`config.mk`:
```
export PLATFORM = sky130hd
export DESIGN_NAME = maint_cmd_reg
export DESIGN_NICKNAME = d
export VERILOG_FILES = /design/src/rtl/maint_cmd_pkg.sv /design/src/rtl/maint_src_sel.sv /design/src/rtl/maint_req_slot.sv /design/src/rtl/maint_readback.sv /design/src/rtl/maint_cmd_reg.sv
export SDC_FILE = /design/constraint.sdc
export NUM_CORES = 1
export LEC_CHECK = 0
export ABC_AREA = 1
export BUFFER_PORTS_ARGS = -buffer_cell sky130_fd_sc_hd__buf_2
export CORE_MARGIN = 3
export CORE_UTILIZATION = 33
export DETAILED_ROUTE_END_ITERATION = 6
export PLACE_DENSITY = 0.88
export RECOVER_POWER = 25
export SLEW_MARGIN = 0
export SYNTH_ARGS = -nofsm -noshare
export SYNTH_HDL_FRONTEND = slang
export SYNTH_HIERARCHICAL = 1
export SYNTH_SLANG_ARGS = --single-unit
export TNS_END_PERCENT = 100
```
`constraint.sdc`:
```
create_clock -name clk -period 2.2 [get_ports clk]
set_input_delay 0.44 -clock clk [delete_from_list [all_inputs] [get_ports clk]]
set_output_delay 0.44 -clock clk [all_outputs]
set_load 0.03 [all_outputs]
```
`src/rtl/maint_cmd_pkg.sv`:
```
package maint_cmd_pkg;
  typedef enum logic [2:0] {
    PS_NORMAL  = 3'd0,
    PS_INIT    = 3'd1,
    PS_SELFREF = 3'd2,
    PS_SR_PD   = 3'd3,
    PS_DEEP_PD = 3'd4,
    PS_MAXSAVE = 3'd5
  } pwr_state_e;

  // True in the power states where a short ZQ request must be discarded.
  function automatic logic zq_blocked(input logic [2:0] ps);
    return (ps == PS_SELFREF) || (ps == PS_SR_PD) ||
           (ps == PS_DEEP_PD) || (ps == PS_MAXSAVE);
  endfunction
endpackage

```
`src/rtl/maint_src_sel.sv`:
```
module maint_src_sel #(
  parameter int NUM_RANKS = 2
) (
  input  logic                 hw_src,
  input  logic                 wr_en,
  input  logic [NUM_RANKS-1:0] sw_ref,
  input  logic                 sw_zq,
  input  logic                 sw_upd,
  input  logic [NUM_RANKS-1:0] ext_ref,
  input  logic                 ext_zq,
  input  logic                 auto_ref_off,
  input  logic                 auto_zq_off,
  input  logic                 auto_upd_off,
  input  logic [2:0]           pwr_state,
  output logic [NUM_RANKS-1:0] ref_raise,
  output logic                 zq_raise,
  output logic                 upd_raise
);
  import maint_cmd_pkg::*;

  logic [NUM_RANKS-1:0] ref_src;
  logic                 zq_src;

  always_comb begin
    ref_src = hw_src ? ext_ref : (sw_ref & {NUM_RANKS{wr_en}});
    zq_src  = hw_src ? ext_zq  : (sw_zq & wr_en);
  end

  always_comb begin
    ref_raise = ref_src & {NUM_RANKS{auto_ref_off}};
    zq_raise  = zq_src & auto_zq_off & ~zq_blocked(pwr_state);
    upd_raise = wr_en & sw_upd & auto_upd_off;
  end
endmodule

```
`src/rtl/maint_req_slot.sv`:
```
module maint_req_slot (
  input  logic clk,
  input  logic rst,
  input  logic raise,
  input  logic ack,
  output logic pend
);
  // A pending slot ignores new raises and waits only for its acknowledge.
  always_ff @(posedge clk) begin
    if (rst)       pend <= 1'b0;
    else if (pend) pend <= ~ack;
    else           pend <= raise;
  end
endmodule

```
`src/rtl/maint_readback.sv`:
```
module maint_readback #(
  parameter int NUM_RANKS = 2,
  parameter int DATA_W    = 32,
  parameter int SEL_BIT   = 31,
  parameter int ZQ_BIT    = 4,
  parameter int UPD_BIT   = 5
) (
  input  logic                 clk,
  input  logic                 rst,
  input  logic                 hw_src,
  input  logic [NUM_RANKS-1:0] ref_pend,
  input  logic                 zq_pend,
  input  logic                 upd_pend,
  output logic [DATA_W-1:0]    rd_data
);
  logic [DATA_W-1:0] view;

  always_comb begin
    view                     = '0;
    view[NUM_RANKS-1:0]      = ref_pend;
    view[ZQ_BIT]             = zq_pend;
    view[UPD_BIT]            = upd_pend;
    view[SEL_BIT]            = hw_src;
  end

  always_ff @(posedge clk) begin
    if (rst) rd_data <= '0;
    else     rd_data <= view;
  end
endmodule

```
`src/rtl/maint_cmd_reg.sv`:
```
module maint_cmd_reg #(
  parameter int NUM_RANKS = 2,
  parameter int DATA_W    = 32,
  parameter int SEL_BIT   = 31,
  parameter int ZQ_BIT    = 4,
  parameter int UPD_BIT   = 5
) (
  input  logic                 clk,
  input  logic                 rst,
  input  logic                 ctl_rst_n,
  input  logic                 wr_en,
  input  logic [DATA_W-1:0]    wr_data,
  output logic [DATA_W-1:0]    rd_data,
  input  logic                 auto_ref_off,
  input  logic                 auto_zq_off,
  input  logic                 auto_upd_off,
  input  logic [2:0]           pwr_state,
  input  logic [NUM_RANKS-1:0] ext_ref,
  input  logic                 ext_zq,
  output logic [NUM_RANKS-1:0] ref_req,
  input  logic [NUM_RANKS-1:0] ref_ack,
  output logic [NUM_RANKS-1:0] ref_busy,
  output logic                 zq_req,
  input  logic                 zq_ack,
  output logic                 upd_req,
  input  logic                 upd_ack
);
  localparam int NUM_SLOTS = NUM_RANKS + 2;
  localparam int ZQ_SLOT   = NUM_RANKS;
  localparam int UPD_SLOT  = NUM_RANKS + 1;

  logic                 hw_src;
  logic [NUM_RANKS-1:0] ref_raise;
  logic                 zq_raise;
  logic                 upd_raise;
  logic [NUM_SLOTS-1:0] slot_raise;
  logic [NUM_SLOTS-1:0] slot_ack;
  logic [NUM_SLOTS-1:0] slot_pend;
  logic                 unused_wr_bits;

  assign unused_wr_bits = ^wr_data;

  // Source selector: writable only while the controller reset is held low.
  always_ff @(posedge clk) begin
    if (rst)                     hw_src <= 1'b0;
    else if (wr_en && !ctl_rst_n) hw_src <= wr_data[SEL_BIT];
  end

  maint_src_sel #(.NUM_RANKS(NUM_RANKS)) u_src (
    .hw_src       (hw_src),
    .wr_en        (wr_en),
    .sw_ref       (wr_data[NUM_RANKS-1:0]),
    .sw_zq        (wr_data[ZQ_BIT]),
    .sw_upd       (wr_data[UPD_BIT]),
    .ext_ref      (ext_ref),
    .ext_zq       (ext_zq),
    .auto_ref_off (auto_ref_off),
    .auto_zq_off  (auto_zq_off),
    .auto_upd_off (auto_upd_off),
    .pwr_state    (pwr_state),
    .ref_raise    (ref_raise),
    .zq_raise     (zq_raise),
    .upd_raise    (upd_raise)
  );

  assign slot_raise = {upd_raise, zq_raise, ref_raise};
  assign slot_ack   = {upd_ack, zq_ack, ref_ack};

  for (genvar s = 0; s < NUM_SLOTS; s++) begin : g_slot
    maint_req_slot u_slot (
      .clk   (clk),
      .rst   (rst),
      .raise (slot_raise[s]),
      .ack   (slot_ack[s]),
      .pend  (slot_pend[s])
    );
  end

  assign ref_req  = slot_pend[NUM_RANKS-1:0];
  assign ref_busy = slot_pend[NUM_RANKS-1:0];
  assign zq_req   = slot_pend[ZQ_SLOT];
  assign upd_req  = slot_pend[UPD_SLOT];

  maint_readback #(
    .NUM_RANKS (NUM_RANKS),
    .DATA_W    (DATA_W),
    .SEL_BIT   (SEL_BIT),
    .ZQ_BIT    (ZQ_BIT),
    .UPD_BIT   (UPD_BIT)
  ) u_rb (
    .clk      (clk),
    .rst      (rst),
    .hw_src   (hw_src),
    .ref_pend (slot_pend[NUM_RANKS-1:0]),
    .zq_pend  (slot_pend[ZQ_SLOT]),
    .upd_pend (slot_pend[UPD_SLOT]),
    .rd_data  (rd_data)
  );
endmodule

```
==> impl_results.md, run 1 <==
- Root Buffer: clkbuf_4
- ANT nets after route: 0
- Layout area overhead: 13.4%
- Critical register-to-register path endpoint: g_slot[2].u_slot/pend$_SDFF_PP0_
- Routed via count: 541
- Worst setup path end: ref_req[0]
- Buffers added on ports: 31
- Synth Instances: 97
- First-pass GRT wire length: 1570 um
- GRT overflow: 0
- Site row count: 15
- Largest cells by area after synthesis: buf_4 (33%), dfxtp_1 (30%), inv_1 (9.6%), nand2_1 (8.5%), nor2_1 (7.4%)
- Vias/cell: 3.54
- IO Pins: 87
- HP Class: in2reg
- Largest net degree at the start of global routing: 11
- CP startpoint kind: register
- Die area: 2580 um^2
- PwrDens: 607 nW/um^2
- Synth cell types: 11
- Crit path largest cell delay: 390 ps
- Worst Setup End Kind: output port
- Vias in the first global route: 392
- CTS H-tree depth: 1
- Nets: 179
- Antenna violations before repair: 0
- WP buf/inv: 1
- CTS sink cnt: 10
- Max Fanout on Critical Path: 5
- Hold Vio Cnt, Final: 0
- Total power: 0.000456 W
- RSZ-0062 raised after global routing: false
- Post-Route Utilization: 0.417
- CTS tree: yes
- R2r startpoint: hw_src$_SDFFE_PP0P_
- Total core area: 1800 um^2
- Final Setup Violations: 0
- Critical path depth: 1
- Register-to-Register Path Depth: 5
- Synth Area in XOR/XNOR: 0
- TritonCTS buffer count: 3
- Pleak: 0.468 nW
- Worst clock skew: 5.44 ps
- Max Cap Viol: 0
- Synth Area in Simple Gates: 0.245
- Critical path class: reg2out
- DRT Wirelength: 1150 um
- FF-to-FF setup slack: 1270 ps
- Wirelength per Cell: 7.50 um
- Die width: 50.8 um
- Syn. warnings: 6
- Overall routing resource usage: 0.0823
- Period utilization: 0.597
- Critical path data arrival time: 870 ps
- Placed cell count: 150
- Combinational family with the most area after synthesis: buffers and inverters
- Yosys top cell area share: 0.328
- Max Freq: 761 MHz
- Clk slew on worst S/H paths: 60 ps
- Crit path cell chain: buf_2
- TNS Setup: 0 ps
- VDD IR-drop max: 0.000322 V
- Synth Area in Adders: 0
- Clk_lat worst skew: 250 ps
- Max-slew violations: 0
- Hold Buf Count CTS: 0
- Ant diodes: 0
- Hold path depth: 4
- Seq cells post-synth: 10
- Initial DRT Pass Iterations: 2
- Status: completed
- Mux contribution to synthesized area: 0
- Yosys top cell by area: buf_4
- Clock Path Buffers: 2
- Layout Cells excl Fill: 153
- Seq/Total Area, Yosys: 0.302
- Final min period: 1310 ps
- GPL Wtd Cong: 0.632
- Post-CTS Setup Inserts: 0
- Synth Area in Compound Gates: 0.0226
- Worst hold slack: 432 ps
- DRC viols: 0
- Layout cells sized above 1: 0.313
- Dpl hpwl: 985 um
- Initial Utilization: 0.368
- Synth Cell Area: 663 um^2
- Leading cell types in the layout, fill and taps excluded: buf_2 (31), conb_1 (27), inv_1 (17)
- Post-CTS Resized: 0
- Slowest cell on crit path: dfxtp_1
- Crit-path leading delay family: flip-flops
- CP startpoint: g_slot[0].u_slot/pend$_SDFF_PP0_
- Die H: 50.8 um
- Commonest non-fill, non-tap cell in the layout: buf_2
- Worst EP required: 1760 ps
- Initial drt markers: 1
- Syn Area/Cell: 6.84 um^2
power by group:
part / internal, W / leakage, nW / switching (W) / total [W]
Combinational: 0.0000321 / 0.372 / 0.000110 / 0.000142
Clock: 0.0000627 / 0.0138 / 0.0000540 / 0.000117
Sequential: 0.000190 / 0.0816 / 0.00000735 / 0.000197
Total: 0.000285 / 0.468 / 0.000171 / 0.000456
logic make-up after synthesis:
group           Yosys count
buf+inv                  46
flops                    10
other cells               1
simple gates             37
compound gates            3
area by class of cell:
class                   count  area [um^2]
fillers                   214         1050
repair buffers             31          155
flip-flops and latches     10          200
multi-input cells          67          279
clock buffers               3         22.5
well taps                  25         31.3
inverters                  17         63.8
worst min path at each step:
| stage | from | end | slack, ps |
|---|---|---|---|
| floorplan | hw_src$_SDFFE_PP0P_ | u_rb/rd_data[31]$_SDFF_PP0_ | 470 |
| finish | zq_ack | g_slot[2].u_slot/pend$_SDFF_PP0_ | 430 |
| global placement | g_slot[3].u_slot/pend$_SDFF_PP0_ | u_rb/rd_data[5]$_SDFF_PP0_ | 440 |
| CTS | zq_ack | g_slot[2].u_slot/pend$_SDFF_PP0_ | 420 |
| detailed placement | g_slot[3].u_slot/pend$_SDFF_PP0_ | u_rb/rd_data[5]$_SDFF_PP0_ | 450 |
| global route | ref_ack[0] | g_slot[0].u_slot/pend$_SDFF_PP0_ | 440 |
routing by layer:
layer	track usage	vias up	share of wire
met4	0.0135	0	0
met1	0.0802	216	0.36
met2	0.154	36	0.49
li1	-	289	-
met5	0	-	0
met3	0.0437	0	0.14
synth_stat cells, drive strengths merged:
cell type	instances
nor2	17
inv	17
a21oi	3
dfxtp	10
conb	1
and3	1
nand2	15
buf	29
nand3	4
sequential cells by signal (all words and copies together), names as in the netlist:
name / cells
g_slot.u_slot/pend: 4
hw_src: 1
u_rb/rd_data: 5
worst register-to-register path, cell delays in order, from the launching register on:
cell	delay, ps
dfxtp_1	430
nor2_1	70
nor2_1	100
nor2_1	50
nor2_1	120
nor2_2	50
metrics by stage:
stage | cell area [um^2] | setup WS, ps
detailed placement | 729 | 1080
global placement | 729 | 1100
CTS | 752 | 870
global route | 752 | 811
floorplan | 761 | 1000
finish | 752 | 886
(Power assumes the default switching activity.)
==> run 2, diff against run 1 <==
- CORE_UTILIZATION: 33 -> 28
- PLACE_DENSITY: 0.88 -> 0.8
- clock period: 2.2 -> 1.1 ns (I/O delays scaled with it)
==> run 2 against run 1 <==
Against the previous run: hold slack got worse by 230 ps; non-clock buffer count did not move; combinational power increased by 100%; worst setup slack worse by 850 ps; first-iteration DRC count rose to 3.0 times the previous value; flip-flop and latch count stayed put; register-to-register slack worse by 1100 ps; sequential power is 100% higher; critical path type unchanged; largest power group unchanged.
==> impl_results.md, run 2 (synthesized netlist as in run 1, its figures left out) <==
- Status: completed (unchanged)
- ANT nets after route: 0 (unchanged)
- WP buf/inv: 1 (unchanged)
- Clk_lat worst skew: 250 ps (about the same)
- FF+latch area: 203 um^2 (was 200 um^2)
- Crit-path leading delay family: flip-flops (unchanged)
- Hold Vio Cnt, Final: 0 (unchanged)
- PnR worst setup slack: 36.6 ps (was 886 ps)
- Vias/cell: 3.49 (was 3.54)
- Layout cells sized above 1: 0.328 (was 0.313)
- RSZ-0062 raised after global routing: false (unchanged)
- Min-Delay Endpoint: g_slot[1].u_slot/pend$_SDFF_PP0_ (was g_slot[2].u_slot/pend$_SDFF_PP0_)
- Crit path largest cell delay: 370 ps (was 390 ps)
- Root Buffer: clkbuf_4 (unchanged)
- Initial DRT Pass Iterations: 4 (was 2)
- Commonest non-fill, non-tap cell in the layout: conb_1 (was buf_2)
- CTS H-tree depth: 1 (unchanged)
- Register-to-Register Path Depth: 5 (unchanged)
- Biggest regs: u_rb/rd_data: 5 flops, g_slot.u_slot/pend: 4 flops, hw_src: 1 flops (unchanged)
- Largest register FFs: 5 (unchanged)
- Max Fanout on Critical Path: 4 (was 5)
- HP Class: in2reg (unchanged)
- Crit path cell chain: buf_2 (unchanged)
- Fillers: 239 (was 214)
- Worst slack, placed: 165 ps (was 1080 ps)
- Die area: 2990 um^2 (was 2580 um^2)
- Antenna violations before repair: 0 (unchanged)
- Initial drt markers: 3 (was 1)
- Total core area: 2100 um^2 (was 1800 um^2)
- Period utilization: 0.967
- PwrDens: 1200 nW/um^2 (was 607 nW/um^2)
- FF-to-FF setup slack: 170 ps (was 1270 ps)
- Leading cell types in the layout, fill and taps excluded: conb_1 (27), buf_2 (26), inv_1 (17) (was buf_2 (31), conb_1 (27), inv_1 (17))
- IO Pins: 87 (unchanged)
- Placed cell areas: 732 um^2 (was 729 um^2)
- Multi-input logic area: 279 um^2 (unchanged)
- CTS sink cnt: 10 (unchanged)
- Total power: 0.000925 W (was 0.000456 W)
- CP startpoint kind: register (unchanged)
- DRC viols: 0 (unchanged)
- Critical path data arrival time: 840 ps (was 870 ps)
- Initial Utilization: 0.315 (was 0.368)
- Die width: 54.7 um (was 50.8 um)
- Largest register by flop count: u_rb/rd_data (unchanged)
- Wirelength per Cell: 7.72 um (was 7.50 um)
- First-pass GRT wire length: 1590 um (was 1570 um)
- Nets: 179 (unchanged)
- Worst clock skew: 1.19 ps (was 5.44 ps)
- Hold path startpoint: ref_ack[1] (was zq_ack)
- R2r startpoint: hw_src$_SDFFE_PP0P_ (unchanged)
- Site row count: 16 (was 15)
- Vias in the first global route: 396 (was 392)
- Largest net degree at the start of global routing: 11 (unchanged)
- Ant diodes: 0 (unchanged)
- Critical path class: reg2out (unchanged)
- Max-slew violations: 0 (unchanged)
- GPL Wtd Cong: 0.641 (was 0.632)
- Slowest cell on crit path: dfxtp_1 (unchanged)
- Buffers added on ports: 31 (unchanged)
- DRT Wirelength: 1200 um (was 1150 um)
- CTS tree: yes (unchanged)
- Design Area, Final: 769 um^2 (was 752 um^2)
- Overall routing resource usage: 0.0747 (was 0.0823)
- Worst EP required: 880 ps (was 1760 ps)
- Die H: 54.7 um (was 50.8 um)
- TritonCTS buffer count: 3 (unchanged)
- Pleak: 0.468 nW (about the same)
- Dpl hpwl: 1010 um (was 985 um)
- Critical register-to-register path endpoint: g_slot[0].u_slot/pend$_SDFF_PP0_ (was g_slot[2].u_slot/pend$_SDFF_PP0_)
- TNS Setup: 0 ps (unchanged)
- Final min period: 1060 ps
- Clk slew on worst S/H paths: 60 ps (about the same)
- GRT overflow: 0 (unchanged)
- Hold path depth: 4 (unchanged)
- Worst Setup End Kind: output port (unchanged)
- Max Freq: 940 MHz
- Max Cap Viol: 0 (unchanged)
- Layout area overhead: 16.0% (was 13.4%)
- Clock Path Buffers: 2 (unchanged)
- Routed via count: 541 (unchanged)
- Final Setup Violations: 0 (unchanged)
- VDD IR-drop max: 0.000558 V (was 0.000322 V)
## run 2: what timing repair did
item / 4_1_cts / 5_1_grt
resized for setup: 2 / 6
hold buffers: 0 / 0
buffers inserted: 0 / 0
endpoints found under the setup margin: 1 / 5
## run 2: worst max-delay path by stage
stage | slack (ps) | endpoint | cells past startpoint | from
after floorplan | 120 | ref_req[0] | 1 | g_slot[0].u_slot/pend$_SDFF_PP0_
after global placement | 180 | g_slot[0].u_slot/pend$_SDFF_PP0_ | 5 | hw_src$_SDFFE_PP0P_
after CTS | 9 | ref_req[0] | 1 | g_slot[0].u_slot/pend$_SDFF_PP0_
after global routing | 0.2 | zq_req | 1 | g_slot[2].u_slot/pend$_SDFF_PP0_
final | 40 | zq_req | 1 | g_slot[2].u_slot/pend$_SDFF_PP0_
after detailed placement | 170 | g_slot[0].u_slot/pend$_SDFF_PP0_ | 5 | hw_src$_SDFFE_PP0P_
## run 2: worst min-delay path, stage by stage
cell and delay, ps:
buf_2 70, nand2_1 40, nand2_1 60, nor2_2 30
## run 2: final cells by class
cell class | instances | share of cell area
tap | 27 | 0.0439
timing repair buffer | 31 | 0.218
sequential | 10 | 0.263
multi-input combinational | 67 | 0.363
inverter | 17 | 0.0829
clock buffer | 3 | 0.0293
## run 2: per-stage QoR
| step | std cells | util | hold WS (ps) |
|---|---|---|---|
| after floorplan | 123 | - | 292 |
| after global placement | 152 | 0.348 | 440 |
| after detailed placement | 152 | 0.348 | 451 |
| after CTS | 155 | 0.361 | 200 |
| after global routing | 155 | 0.366 | 203 |
| final | 155 | 0.366 | 200 |
## run 2: power breakdown
part           internal (W)  switching, W  total, W
Combinational     0.0000701      0.000220  0.000290
Clock              0.000126      0.000113  0.000239
Sequential         0.000381     0.0000152  0.000396
## run 2: per-layer routing
metal  vias up  share of wire  global-route usage
li1        289              -                   -
met1       220           0.40              0.0925
met2        32           0.47               0.120
met3         0           0.14              0.0327
met4         0              0              0.0124
met5         -              0                   0
==> run 3, diff against run 2 <==
- REMOVE_ABC_BUFFERS: unset -> 1
==> run 3 against run 2 <==
Against the previous run: first-iteration DRC count is 130% higher; sequential power about the same; worst setup slack gained 22 ps; via count shrank 0.55%; die area did not move; clock skew about the same; core utilization increased by 0.65 points; combinational power about the same; fmax grew 2.1%; routed wire length shrank 1.6%; critical path depth unchanged; critical endpoint unchanged; highest routed layer is now met4.
==> impl_results.md, run 3 (synthesized netlist as in run 1, its figures left out) <==
- Status: completed (unchanged)
- ANT nets after route: 0 (unchanged)
- RSZ-0062 raised after global routing: false (unchanged)
- Routed via count: 538 (was 541)
- Max Fanout on Critical Path: 4 (unchanged)
- Final Setup Violations: 0 (unchanged)
- PnR worst setup slack: 59.0 ps (was 36.6 ps)
- Fillers: 250 (was 239)
- Total power: 0.00101 W (was 0.000925 W)
- Wirelength per Cell: 7.55 um (was 7.72 um)
- TritonCTS buffer count: 3 (unchanged)
- CP startpoint kind: register (unchanged)
- Hold path startpoint: ref_ack[0] (was ref_ack[1])
- Site row count: 16 (unchanged)
- DRT Wirelength: 1180 um (was 1200 um)
- GRT overflow: 0 (unchanged)
- Commonest non-fill, non-tap cell in the layout: conb_1 (unchanged)
- Crit path cell chain: buf_4 (was buf_2)
- Worst Setup End Kind: output port (unchanged)
- Post-CTS Setup Inserts: 0 (unchanged)
- Total core area: 2100 um^2 (unchanged)
- GPL Wtd Cong: 0.685 (was 0.641)
- Dpl hpwl: 1020 um (was 1010 um)
- Critical path class: reg2out (unchanged)
- Met2 usage: 0.108 (was 0.120)
- Initial DRT Pass Iterations: 2 (was 4)
- Leading cell types in the layout, fill and taps excluded: conb_1 (27), buf_2 (26), inv_1 (17) (unchanged)
- R2r startpoint: hw_src$_SDFFE_PP0P_ (unchanged)
- PwrDens: 1280 nW/um^2 (was 1200 nW/um^2)
- Die H: 54.7 um (unchanged)
- Met3 Usage GRT: 0.0191 (was 0.0327)
- Max Freq: 961 MHz (was 940 MHz)
- Buffers added on ports: 31 (unchanged)
- WP buf/inv: 1 (unchanged)
- Largest register by flop count: u_rb/rd_data (unchanged)
- Layout area overhead: 18.1% (was 16.0%)
- Slowest cell on crit path: dfxtp_1 (unchanged)
- Largest register FFs: 5 (unchanged)
- CTS sink cnt: 10 (unchanged)
- Design Area, Final: 783 um^2 (was 769 um^2)
- Overall routing resource usage: 0.0742 (was 0.0747)
- Critical path data arrival time: 820 ps (was 840 ps)
- CTS H-tree depth: 1 (unchanged)
- Worst slack, placed: 143 ps (was 165 ps)
- Post-Route Utilization: 0.373 (was 0.366)
- IO Pins: 87 (unchanged)
- Die area: 2990 um^2 (unchanged)
- Hold Vio Cnt, Final: 0 (unchanged)
- Root Buffer: clkbuf_4 (unchanged)
- Initial Utilization: 0.315 (unchanged)
- CTS tree: yes (unchanged)
- Max Cap Viol: 0 (unchanged)
- M1 GR Usage: 0.0896 (was 0.0925)
- Clk_lat worst skew: 260 ps (was 250 ps)
- Clock Path Buffers: 2 (unchanged)
- Period utilization: 0.946 (was 0.967)
- Vias in the first global route: 397 (was 396)
- Crit-path leading delay family: flip-flops (unchanged)
- Worst clock skew: 0.814 ps (was 1.19 ps)
- Crit path largest cell delay: 380 ps (was 370 ps)
- DRC viols: 0 (unchanged)
- Ant diodes: 0 (unchanged)
- VDD IR-drop max: 0.000445 V (was 0.000558 V)
- TNS Setup: 0 ps (unchanged)
- Initial drt markers: 7 (was 3)
- Vias/cell: 3.45 (was 3.49)
- Final min period: 1040 ps (was 1060 ps)
- Hold Buf Count CTS: 0 (unchanged)
- Antenna violations before repair: 0 (unchanged)
- Pleak: 0.475 nW (was 0.468 nW)
- Nets: 179 (unchanged)
- CP startpoint: g_slot[2].u_slot/pend$_SDFF_PP0_ (unchanged)
- Largest net degree at the start of global routing: 11 (unchanged)
- Die width: 54.7 um (unchanged)
- First-pass GRT wire length: 1570 um (was 1590 um)
- Biggest regs: u_rb/rd_data: 5 flops, g_slot.u_slot/pend: 4 flops, hw_src: 1 flops (unchanged)
- Worst EP required: 880 ps (about the same)
- Global routing's busiest layer: met2 (unchanged)
- Max-slew violations: 0 (unchanged)
- Placed cell areas: 732 um^2 (unchanged)
- Clk slew on worst S/H paths: 60 ps (about the same)
- Layout cells sized above 1: 0.333 (was 0.328)
- HP Class: in2reg (unchanged)
## run 3: changes by cell type in the layout (fill, tap and decap cells not counted), sizes merged
cell | before | now
buf | 29 | 28
clkbuf | 5 | 7
## run 3: area by class of cell
cell class,count,area (um^2),area share
multi-input combinational,67,279,0.356
sequential,10,203,0.259
timing repair buffer,31,168,0.214
inverter,17,63.8,0.0815
clock buffer,4,36.3,0.0463
tap,27,33.8,0.0431
## run 3: final timing paths
kind | to | slack [ps] | depth (start not counted)
min reg2reg | u_rb/rd_data[1]$_SDFF_PP0_ | 450 | 2
min | g_slot[0].u_slot/pend$_SDFF_PP0_ | 200 | 4
max | zq_req | 60 | 1
max reg2reg | g_slot[0].u_slot/pend$_SDFF_PP0_ | 140 | 5
## run 3: per-layer routing
layer,wire length (um),up-vias
met1,440,213
met4,16,0
met2,560,34
met3,162,2
met5,0,-
li1,-,289
## run 3: worst register-to-register path, cell delays in order, from the launching register on
cell and delay (ps):
dfxtp_1 440, inv_1 80, nand3_1 70, a21oi_1 70
nor2_1 130, nor2_2 50
## run 3: report_power, final
part | internal, W | leakage [nW] | switching (W)
clock | 0.000201 | 0.0210 | 0.000120
sequential | 0.000381 | 0.0824 | 0.0000153
combinational | 0.0000696 | 0.371 | 0.000219
## run 3: metrics by stage
stage                     std cells  hold slack (ps)
after CTS                       156              198
after global placement          152              440
after floorplan                  94              292
final                           156              200
after global routing            156              191
after detailed placement        152              450
## run 3: timing repair
item | CTS | global route
endpoints found under the hold margin | 0 | 0
setup endpoints to repair | 4 | 6
cloned | 0 | 0
gates resized for setup | 0 | 9
